`src/rtl/sdblk_pkg.sv`:
```
package sdblk_pkg;

    localparam logic [7:0] START_TOKEN = 8'hFE;
    localparam logic [7:0] FILL_BYTE   = 8'hFF;
    localparam logic [4:0] ACCEPT_PAT  = 5'b00101;

    typedef enum logic [3:0] {
        ST_IDLE,
        ST_HUNT,
        ST_RD_DATA,
        ST_RD_CRC,
        ST_WR_TOK,
        ST_WR_DATA,
        ST_WR_CRC,
        ST_WR_RESP,
        ST_WR_BUSY,
        ST_TAIL
    } xfer_state_e;

    typedef enum logic [1:0] {
        RES_OK           = 2'd0,
        RES_HUNT_TIMEOUT = 2'd1,
        RES_REJECTED     = 2'd2,
        RES_BUSY_TIMEOUT = 2'd3
    } xfer_result_e;

    typedef struct packed {
        logic       is_start;
        logic       is_busy;
        logic       accepted;
        logic [2:0] code;
    } tok_info_t;

    function automatic tok_info_t classify(input logic [7:0] b);
        tok_info_t t;
        t.is_start = (b == START_TOKEN);
        t.is_busy  = (b == 8'h00);
        t.accepted = (b[4:0] == ACCEPT_PAT);
        t.code     = b[3:1];
        return t;
    endfunction

endpackage

```
`src/rtl/sdblk_countdown.sv`:
```
module sdblk_countdown #(
    parameter int W = 10
) (
    input  logic         clk,
    input  logic         rst,
    input  logic         load,
    input  logic [W-1:0] load_val,
    input  logic         dec,
    output logic         is_zero,
    output logic         is_last
);
    logic [W-1:0] cnt_q;

    always_ff @(posedge clk) begin
        if (rst)
            cnt_q <= '0;
        else if (load)
            cnt_q <= load_val;
        else if (dec && cnt_q != '0)
            cnt_q <= cnt_q - W'(1);
    end

    assign is_zero = (cnt_q == '0);
    assign is_last = (cnt_q == W'(1));


    no_underflow_chk: assert property (@(posedge clk) disable iff (rst)
        (dec && !load && cnt_q == '0) |=> cnt_q == '0);
endmodule

```
`src/rtl/sdblk_retry.sv`:
```
module sdblk_retry #(
    parameter int LIMIT = 5000
) (
    input  logic clk,
    input  logic rst,
    input  logic clr,
    input  logic step,
    output logic expire
);
    localparam int CW = (LIMIT > 1) ? $clog2(LIMIT) : 1;

    logic [CW-1:0] cnt_q;

    always_ff @(posedge clk) begin
        if (rst || clr)
            cnt_q <= '0;
        else if (step && !expire)
            cnt_q <= cnt_q + CW'(1);
    end

    assign expire = step && (cnt_q == CW'(LIMIT - 1));


    retry_in_range_chk: assert property (@(posedge clk) disable iff (rst)
        int'(cnt_q) < LIMIT);
endmodule

```
`src/rtl/sdblk_token_decode.sv`:
```
module sdblk_token_decode
    import sdblk_pkg::*;
(
    input  logic [7:0] rx_byte,
    output tok_info_t  info
);
    always_comb info = classify(rx_byte);
endmodule

```
`src/rtl/sdblk_xfer_engine.sv`:
```
module sdblk_xfer_engine
    import sdblk_pkg::*;
#(
    parameter int LEN_W      = 10,
    parameter int HUNT_LIMIT = 5000,
    parameter int BUSY_LIMIT = 50000
) (
    input  logic             clk,
    input  logic             rst,
    input  logic             start_i,
    input  logic             dir_wr_i,
    input  logic [LEN_W-1:0] len_i,
    output logic             busy_o,
    output logic             done_o,
    output logic [1:0]       result_o,
    output logic [2:0]       resp_code_o,
    output logic             rd_valid_o,
    output logic [7:0]       rd_data_o,
    output logic             wr_take_o,
    input  logic [7:0]       wr_data_i,
    output logic             spi_req_o,
    output logic [7:0]       spi_tx_o,
    input  logic             spi_ack_i,
    input  logic [7:0]       spi_rx_i,
    output logic             cs_n_o
);
    xfer_state_e  state_q;
    xfer_result_e result_q;
    logic         crc_second_q;
    logic [2:0]   resp_code_q;
    logic         done_q;
    logic         rd_valid_q;
    logic [7:0]   rd_data_q;

    tok_info_t tok;
    logic      ack;
    logic      launch;
    logic      cnt_dec, cnt_zero, cnt_last;
    logic      hunt_step, hunt_exp;
    logic      bsy_step, bsy_exp;

    assign ack    = spi_req_o && spi_ack_i;
    assign launch = (state_q == ST_IDLE) && start_i;

    sdblk_token_decode u_tok (
        .rx_byte (spi_rx_i),
        .info    (tok)
    );

    assign cnt_dec = ack && (state_q == ST_RD_DATA || state_q == ST_WR_DATA);

    sdblk_countdown #(.W(LEN_W)) u_len (
        .clk      (clk),
        .rst      (rst),
        .load     (launch),
        .load_val (len_i),
        .dec      (cnt_dec),
        .is_zero  (cnt_zero),
        .is_last  (cnt_last)
    );

    assign hunt_step = ack && (state_q == ST_HUNT) && !tok.is_start;
    assign bsy_step  = ack && (state_q == ST_WR_BUSY) && tok.is_busy;

    sdblk_retry #(.LIMIT(HUNT_LIMIT)) u_hunt_retry (
        .clk    (clk),
        .rst    (rst),
        .clr    (launch),
        .step   (hunt_step),
        .expire (hunt_exp)
    );

    sdblk_retry #(.LIMIT(BUSY_LIMIT)) u_busy_retry (
        .clk    (clk),
        .rst    (rst),
        .clr    (launch),
        .step   (bsy_step),
        .expire (bsy_exp)
    );

    always_ff @(posedge clk) begin
        if (rst) begin
            state_q      <= ST_IDLE;
            result_q     <= RES_OK;
            crc_second_q <= 1'b0;
            resp_code_q  <= '0;
            done_q       <= 1'b0;
            rd_valid_q   <= 1'b0;
            rd_data_q    <= '0;
        end else begin
            done_q     <= 1'b0;
            rd_valid_q <= ack && (state_q == ST_RD_DATA);
            if (ack && state_q == ST_RD_DATA)
                rd_data_q <= spi_rx_i;

            case (state_q)
                ST_IDLE: begin
                    if (start_i) begin
                        result_q     <= RES_OK;
                        resp_code_q  <= '0;
                        crc_second_q <= 1'b0;
                        state_q      <= dir_wr_i ? ST_WR_TOK : ST_HUNT;
                    end
                end
                ST_HUNT: begin
                    if (ack) begin
                        if (tok.is_start)
                            state_q <= cnt_zero ? ST_RD_CRC : ST_RD_DATA;
                        else if (hunt_exp) begin
                            result_q <= RES_HUNT_TIMEOUT;
                            state_q  <= ST_TAIL;
                        end
                    end
                end
                ST_RD_DATA: begin
                    if (ack && cnt_last)
                        state_q <= ST_RD_CRC;
                end
                ST_RD_CRC: begin
                    if (ack) begin
                        crc_second_q <= 1'b1;
                        if (crc_second_q) begin
                            result_q <= RES_OK;
                            state_q  <= ST_TAIL;
                        end
                    end
                end
                ST_WR_TOK: begin
                    if (ack)
                        state_q <= cnt_zero ? ST_WR_CRC : ST_WR_DATA;
                end
                ST_WR_DATA: begin
                    if (ack && cnt_last)
                        state_q <= ST_WR_CRC;
                end
                ST_WR_CRC: begin
                    if (ack) begin
                        crc_second_q <= 1'b1;
                        if (crc_second_q)
                            state_q <= ST_WR_RESP;
                    end
                end
                ST_WR_RESP: begin
                    if (ack) begin
                        resp_code_q <= tok.code;
                        if (tok.accepted)
                            state_q <= ST_WR_BUSY;
                        else begin
                            result_q <= RES_REJECTED;
                            state_q  <= ST_TAIL;
                        end
                    end
                end
                ST_WR_BUSY: begin
                    if (ack) begin
                        if (!tok.is_busy) begin
                            result_q <= RES_OK;
                            state_q  <= ST_TAIL;
                        end else if (bsy_exp) begin
                            result_q <= RES_BUSY_TIMEOUT;
                            state_q  <= ST_TAIL;
                        end
                    end
                end
                ST_TAIL: begin
                    if (ack) begin
                        done_q  <= 1'b1;
                        state_q <= ST_IDLE;
                    end
                end
                default: state_q <= ST_IDLE;
            endcase
        end
    end

    always_comb begin
        case (state_q)
            ST_WR_TOK:  spi_tx_o = START_TOKEN;
            ST_WR_DATA: spi_tx_o = wr_data_i;
            default:    spi_tx_o = FILL_BYTE;
        endcase
    end

    assign spi_req_o   = (state_q != ST_IDLE);
    assign cs_n_o      = (state_q == ST_IDLE) || (state_q == ST_TAIL);
    assign busy_o      = (state_q != ST_IDLE);
    assign done_o      = done_q;
    assign result_o    = result_q;
    assign resp_code_o = resp_code_q;
    assign rd_valid_o  = rd_valid_q;
    assign rd_data_o   = rd_data_q;
    assign wr_take_o   = ack && (state_q == ST_WR_DATA);


    req_hold_chk: assert property (@(posedge clk) disable iff (rst)
        (spi_req_o && !spi_ack_i) |=> (spi_req_o && $stable(spi_tx_o)));


    cs_inside_xfer_chk: assert property (@(posedge clk) disable iff (rst)
        !cs_n_o |-> busy_o);


    done_pulse_chk: assert property (@(posedge clk) disable iff (rst)
        done_o |-> (!busy_o ##1 !done_o));


    busy_from_start_chk: assert property (@(posedge clk) disable iff (rst)
        $rose(busy_o) |-> $past(start_i));


    rd_strobe_cs_chk: assert property (@(posedge clk) disable iff (rst)
        rd_valid_o |-> !cs_n_o);
endmodule

```
`config.mk`:
```
export PLATFORM = sky130hd
export DESIGN_NAME = sdblk_xfer_engine
export DESIGN_NICKNAME = d
export VERILOG_FILES = /design/src/rtl/sdblk_pkg.sv /design/src/rtl/sdblk_countdown.sv /design/src/rtl/sdblk_retry.sv /design/src/rtl/sdblk_token_decode.sv /design/src/rtl/sdblk_xfer_engine.sv
export SDC_FILE = /design/constraint.sdc
export NUM_CORES = 1
export LEC_CHECK = 0
export BUFFER_PORTS_ARGS = -buffer_cell sky130_fd_sc_hd__buf_4
export CAP_MARGIN = 20
export CORE_MARGIN = 3
export CORE_UTILIZATION = 56
export CTS_CLUSTER_SIZE = 28
export DETAILED_ROUTE_END_ITERATION = 8
export PLACE_DENSITY_LB_ADDON = 0.12
export SYNTH_ARGS = -nofsm -noshare
export SYNTH_HDL_FRONTEND = slang
export SYNTH_SLANG_ARGS = --single-unit
```
`constraint.sdc`:
```
create_clock -name clk -period 2.4 [get_ports clk]
set_input_delay 0.24 -clock clk [delete_from_list [all_inputs] [get_ports clk]]
set_output_delay 0.24 -clock clk [all_outputs]
set_load 0.005 [all_outputs]
```
---- Yosys cells after proc, flatten, opt, wreduce, memory -nomap -nowiden ----
Cells that the tools add are included.
storage, ports and cells
  flip-flop bits (word level) ............. 59
  input port bits ......................... 31
  output and inout bits ................... 27
  word-level logic and storage cells ...... 125
cells by class
  $add $sub $neg .......................... 3
  equality and inequality tests ........... 32
  mux-type cells .......................... 43
  bitwise logic cells ..................... 1
  reductions and logical operators ........ 36
operator list
  cell                   count
  $mux 4                 16
  $pmux 4 s10            1
  $mux 2                 12
  $ne 2x2->1 const B     12
  $mux 10                2
  $add 16x1->16 const B  1
  $eq 16x16->1 const B   1
  $eq 4x3->1 const B     4
  $pmux 8 s2             1
  $logic_and 1x1->1      15
  $reduce_and 14->1      1
  $add 13x1->13 const B  1
  $eq 13x13->1 const B   1
  $reduce_and 11->1      1
  $eq 10x1->1 const B    1
  $logic_not 10->1       1
  $pmux 2 s5             1
  $reduce_bool 10->1     1
  $sub 10x1->10 const B  1
  $mux 3                 3
  $eq 4x2->1 const B     2
  $eq 4x4->1 const B     2
  $eq 8x8->1 const B     1
  $logic_not 8->1        1
  other kinds (16)       32

---- Longest topological paths before layout ----
  depth after elaboration ................. 9
  gate-level depth with buffers ........... 8
  gate-level depth less buffers ........... 7

---- Hierarchy ----
Synthesis repeated with hierarchy kept, for this count alone.
second synthesis, totals
  cell total of the unflattened synthesis .. 416
  area total of the unflattened synthesis .. 3455.8 µm²
by module, submodules not included
  module                      instances  cells an instance  area each (µm²)  seq. area each (µm²)
  sdblk_xfer_engine           1          157                1257.5           400.4
  sdblk_retry (u_busy_retry)  1          94                 803.3            320.3
  sdblk_countdown             1          78                 675.6            200.2
  sdblk_retry (u_hunt_retry)  1          76                 646.9            260.2
  sdblk_token_decode          1          11                 72.6             0.0

---- Worst setup path after synthesis ----
Ideal clock, no wire load.
  path kind ............................... reg2reg
  start ................................... reg u_busy_retry.cnt_q[4]
  end ..................................... reg state_q[0]
  library setup time ...................... 0.131 ns
  arrival ................................. 2.089 ns
  required time ........................... 2.269 ns
  setup slack ............................. 0.180 ns
  cell stages (with the launch flop) ...... 7
  buffers on the path ..................... 0
  clock period less this slack ............ 2.220 ns
  cells stage by stage .................... dfxtp_1 -> or4b_1 -> nor4_4 -> a31oi_1 -> nor4_4 -> and4_1 -> nor3_1
on the way
  word-level cells in the longest chain between the ends .. 4
RTL lines
  what                         RTL line                  RTL
  start: declaration           sdblk_retry.sv:12         logic [CW-1:0] cnt_q;
  start signal: assignment     sdblk_retry.sv:18         cnt_q <= cnt_q + CW'(1);
  $eq 16x16->1                 sdblk_retry.sv:21         assign expire = step && (cnt_q == CW'(LIMIT - 1));
  $logic_and 1x1->1            sdblk_retry.sv:21
  $ne 3x2->1 (no line)         -
  $reduce_and 14->1 (no line)  -
  end signal: assignment       sdblk_xfer_engine.sv:102  state_q <= dir_wr_i ? ST_WR_TOK : ST_HUNT;
  end signal: assignment       sdblk_xfer_engine.sv:108  state_q <= cnt_zero ? ST_RD_CRC : ST_RD_DATA;
  end signal: assignment       sdblk_xfer_engine.sv:130  state_q <= cnt_zero ? ST_WR_CRC : ST_WR_DATA;
  end: declaration             sdblk_xfer_engine.sv:27   xfer_state_e state_q;
Every way passes these cells.
A chain may end at the register's enable or synchronous reset.

---- Worst setup path after layout ----
  start ................................... reg state_q[0]
  end ..................................... reg u_len.cnt_q[5]
on the way
  word-level cells in the longest chain between the ends .. 5
  elaborated cells on any way between the ends .. 11
  those cells by class .................... eq/ne: 2; mux: 1; reduce/logical: 8
RTL lines
  what                                                   RTL line                                          RTL
  $eq 4x2->1, or another cell as far along               sdblk_xfer_engine.sv:50                           assign cnt_dec = ack && (state_q == ST_RD_DATA || state_q == ST_WR_DATA);
  $logic_or 1x1->1 or $logic_and 1x1->1 (tied branches)  sdblk_xfer_engine.sv:50, sdblk_xfer_engine.sv:42
  $logic_and 1x1->1                                      sdblk_xfer_engine.sv:50
  $logic_and 1x1->1                                      sdblk_countdown.sv:19                             else if (dec && cnt_q != '0)
  $reduce_bool 2->1 (no line)                            -
  end signal: assignment                                 sdblk_countdown.sv:18                             cnt_q <= load_val;
  end signal: assignment                                 sdblk_countdown.sv:20                             cnt_q <= cnt_q - W'(1);
  end: declaration                                       sdblk_countdown.sv:12                             logic [W-1:0] cnt_q;
Parallel ways exist; a longest one is shown, timed or not.

==> results.py <==
metrics = {
    "critical_path": {
        "cp_max_fo": 9,
        "path_class": "reg -> reg",
        "worstPathArrival_ns": 2.51,
        "cp-end-kind": "flop",
        "critPathLaunchType": "flop",
        "cp_data_required_time_ns": 2.65,
    },
    "floorplanning": {
        "coreArea_mm2": 0.00527,
        "num_rows": 26,
        "chipHeight_um": 80.9,
        "dieWidth_um": 80.9,
        "num_io_pins": 58,
        "start_util_pct": 59.5,
        "die_area_mm2": 0.00654,
    },
    "drt": {
        "firstDrtPassIters": 4,
        "drc": 0,
        "vias": 3035,
        "dr.first_iter.drc_count": 142,
        "wl_mm": 7.79,
        "viasPerCell": 5.70,
        "wl_per_cell_um": 14.6,
        "drtAntennaViolNets": 0,
    },
    "place": {
        "portBuffers": 57,
        "gp_congestion": 0.935,
        "dpl.hpwl_mm": 5.52,
        "dp_cells": 515,
    },
    "cells_and_area": {
        "fill_cells": 396,
        "fin_util_pct": 75.4,
        "syn2layout_area_growth_pct": 26.6,
        "num_antenna_cells": 0,
        "nNetsFinal": 493,
        "multi_input_area_mm2": 0.00187,
        "layout-drive-gt1-share_pct": 23.2,
        "seqCellArea_mm2": 0.00118,
        "final_cells": 532,
        "layout_commonest_cell": "buf_4",
        "mostFrequentLayoutCells": "buf_4, nor2_1, dfxtp_1",
    },
    "synth": {
        "ys.flop_type": "dfxtp_1",
        "synth_seq_cells": 59,
        "synth_area_leaders": "dfxtp_1, nor2_1, xor2_1",
        "synth_area_leader_cell": "dfxtp_1",
        "syn_area_per_cell_um2": 8.09,
        "yosysTopAreaCellShare_pct": 37.6,
        "ys_async_sr_fraction_pct": 0,
        "synthesis.area_mm2": 0.00314,
        "yosysUniqueCellTypes": 48,
        "synth_cells": 388,
        "synth_edf_count": 0,
        "ys_seq_area_share_pct": 37.6,
        "ys_warn_count": 0,
        "synth_nets": 424,
    },
    "timing": {
        "slew_headroom_pct": 60.5,
        "tightest_slew_ns": 0.588,
        "setup_violations": 0,
        "fmax_mhz": 443,
        "maxSlewViolCount": 0,
        "whs_ns": 0.166,
        "min_period_ns": 2.26,
        "fin_skew_ns": 0.00780,
        "fin_crit_sh_pct": 94.2,
        "finalHoldViolCount": 0,
    },
    "clock_tree": {
        "cts_buffers": 9,
        "cts.sinks": 59,
        "holdBufCountCts": 0,
        "clock_latency_ns": 0.34,
        "root_buffer": "clkbuf_8",
        "cts_tree": "done",
        "clk_pin_slew_ns": 0.07,
        "htreeDepth": 3,
        "cts.path.max_buffers": 2,
    },
    "power_and_ir_drop": {
        "p_per_area_mw_per_mm2": 956,
        "clkPwrFrac_pct": 24.0,
        "swShare_pct": 38.4,
        "power.total_uw": 3800,
        "ir_worst_vdd_v": 0.000537,
        "seqPwrFrac_pct": 32.9,
        "power_frac_comb_pct": 43.1,
        "internal-power_uw": 2340,
        "switching_power_uw": 1460,
        "p_leak_uw": 0.00147,
    },
    "grt": {
        "gr-total-overflow": 0,
        "grt_max_degree": 33,
        "track_usage_pct": 24.9,
        "grt_pass1_vias": 2861,
        "grt_pass1_wl_mm": 12.8,
        "antenna_found_initial": 0,
    },
    "hold_path": {
        "hp-class": "in -> reg",
    },
    "status": {
        "status": "complete, no violations",
    },
    "job": {
        "drv_cap": 0,
    },
}
-- registers in the layout (all words and copies together), names as in the netlist, 2 cells and up --
signal,cells
u_busy_retry.cnt_q,16
u_hunt_retry.cnt_q,13
u_len.cnt_q,10
rd_data_o,8
state_q,4
resp_code_o,3
result_o,2
-- stage by stage --
step                      area, um2  setup slack (ns)  setup TNS (ns)
final                          3970             0.140               0
after global routing           3970           -0.0186         -0.0186
after CTS                      3940            0.0101               0
after detailed placement       3740            0.0379               0
after global placement         3740             0.121               0
after floorplan                3140             0.180               0
-- area by class of cell --
cell class	count	area share [%]
inverter	10	0.945
tap	70	2.20
clock inverter	4	1.26
clock buffer	12	3.65
timing repair buffer	80	15.1
multi-input combinational	297	47.1
sequential	59	29.8
-- per-layer routing --
layer  wire length, um  GRT usage, %  vias to the layer above
met4               134          8.95                        0
met1              3360          30.4                     1425
met2              3830          42.2                       93
met3               474          6.32                       13
met5                 0             0                        -
li1                  -             -                     1504
-- critical path, cell delays in order, from the launching register on --
cell and delay (ns):
dfxtp_2 0.37, or3b_2 0.51, a211oi_2 0.23, nand4_1 0.22, or4_1 0.47, xor2_1 0.15, a211oi_1 0.22
-- power groups by stage --
stage / clock network [uW] / registers, uW / logic, uW
after floorplan: 0 / 1210 / 1110
after global placement: 0 / 1260 / 1570
after detailed placement: 0 / 1260 / 1610
after CTS: 930 / 1240 / 1610
after global routing: 976 / 1260 / 1800
final: 911 / 1250 / 1640
-- timing repair --
action                                  CTS  global route
endpoints found under the setup margin    0            12
buffers inserted                          0             1
gates resized for setup                   0             6
-- kinds of logic after synthesis --
kind of cell	Yosys count	share of synthesized area, %
and+or+nand+nor	195	32.1
DFF	59	37.6
AOI/OAI and AO/OA	49	10.2
xor gates and xnor gates	36	10.0
buffers and inverters	32	4.15
muxes	12	3.83
adders and majority gates	5	1.99
-- cell usage after synthesis (5+ instances only) --
| cell type | instances |
|---|---|
| nand3_1 | 18 |
| ha_1 | 5 |
| a211oi_1 | 10 |
| dfxtp_1 | 59 |
| xnor2_1 | 14 |
| nor2_1 | 64 |
| clkbuf_1 | 16 |
| or3_1 | 11 |
| mux2i_1 | 12 |
| nand4_1 | 10 |
| nor3_1 | 16 |
| nor4_1 | 9 |
| o21ai_0 | 7 |
| inv_1 | 10 |
| nand2_1 | 33 |
| a21oi_1 | 14 |
| xor2_1 | 22 |
-- worst paths after layout --
| kind | from | end | slack [ns] | cells past startpoint |
|---|---|---|---|---|
| hold reg to reg | resp_code_o[2] | resp_code_o[2] | 0.47 | 2 |
| setup reg to reg | state_q[0] | u_len.cnt_q[5] | 0.14 | 6 |
| hold / removal | spi_rx_i[4] | rd_data_o[4] | 0.17 | 3 |
| setup / recovery | state_q[0] | u_len.cnt_q[5] | 0.14 | 6 |
(Power assumes the default switching activity.)
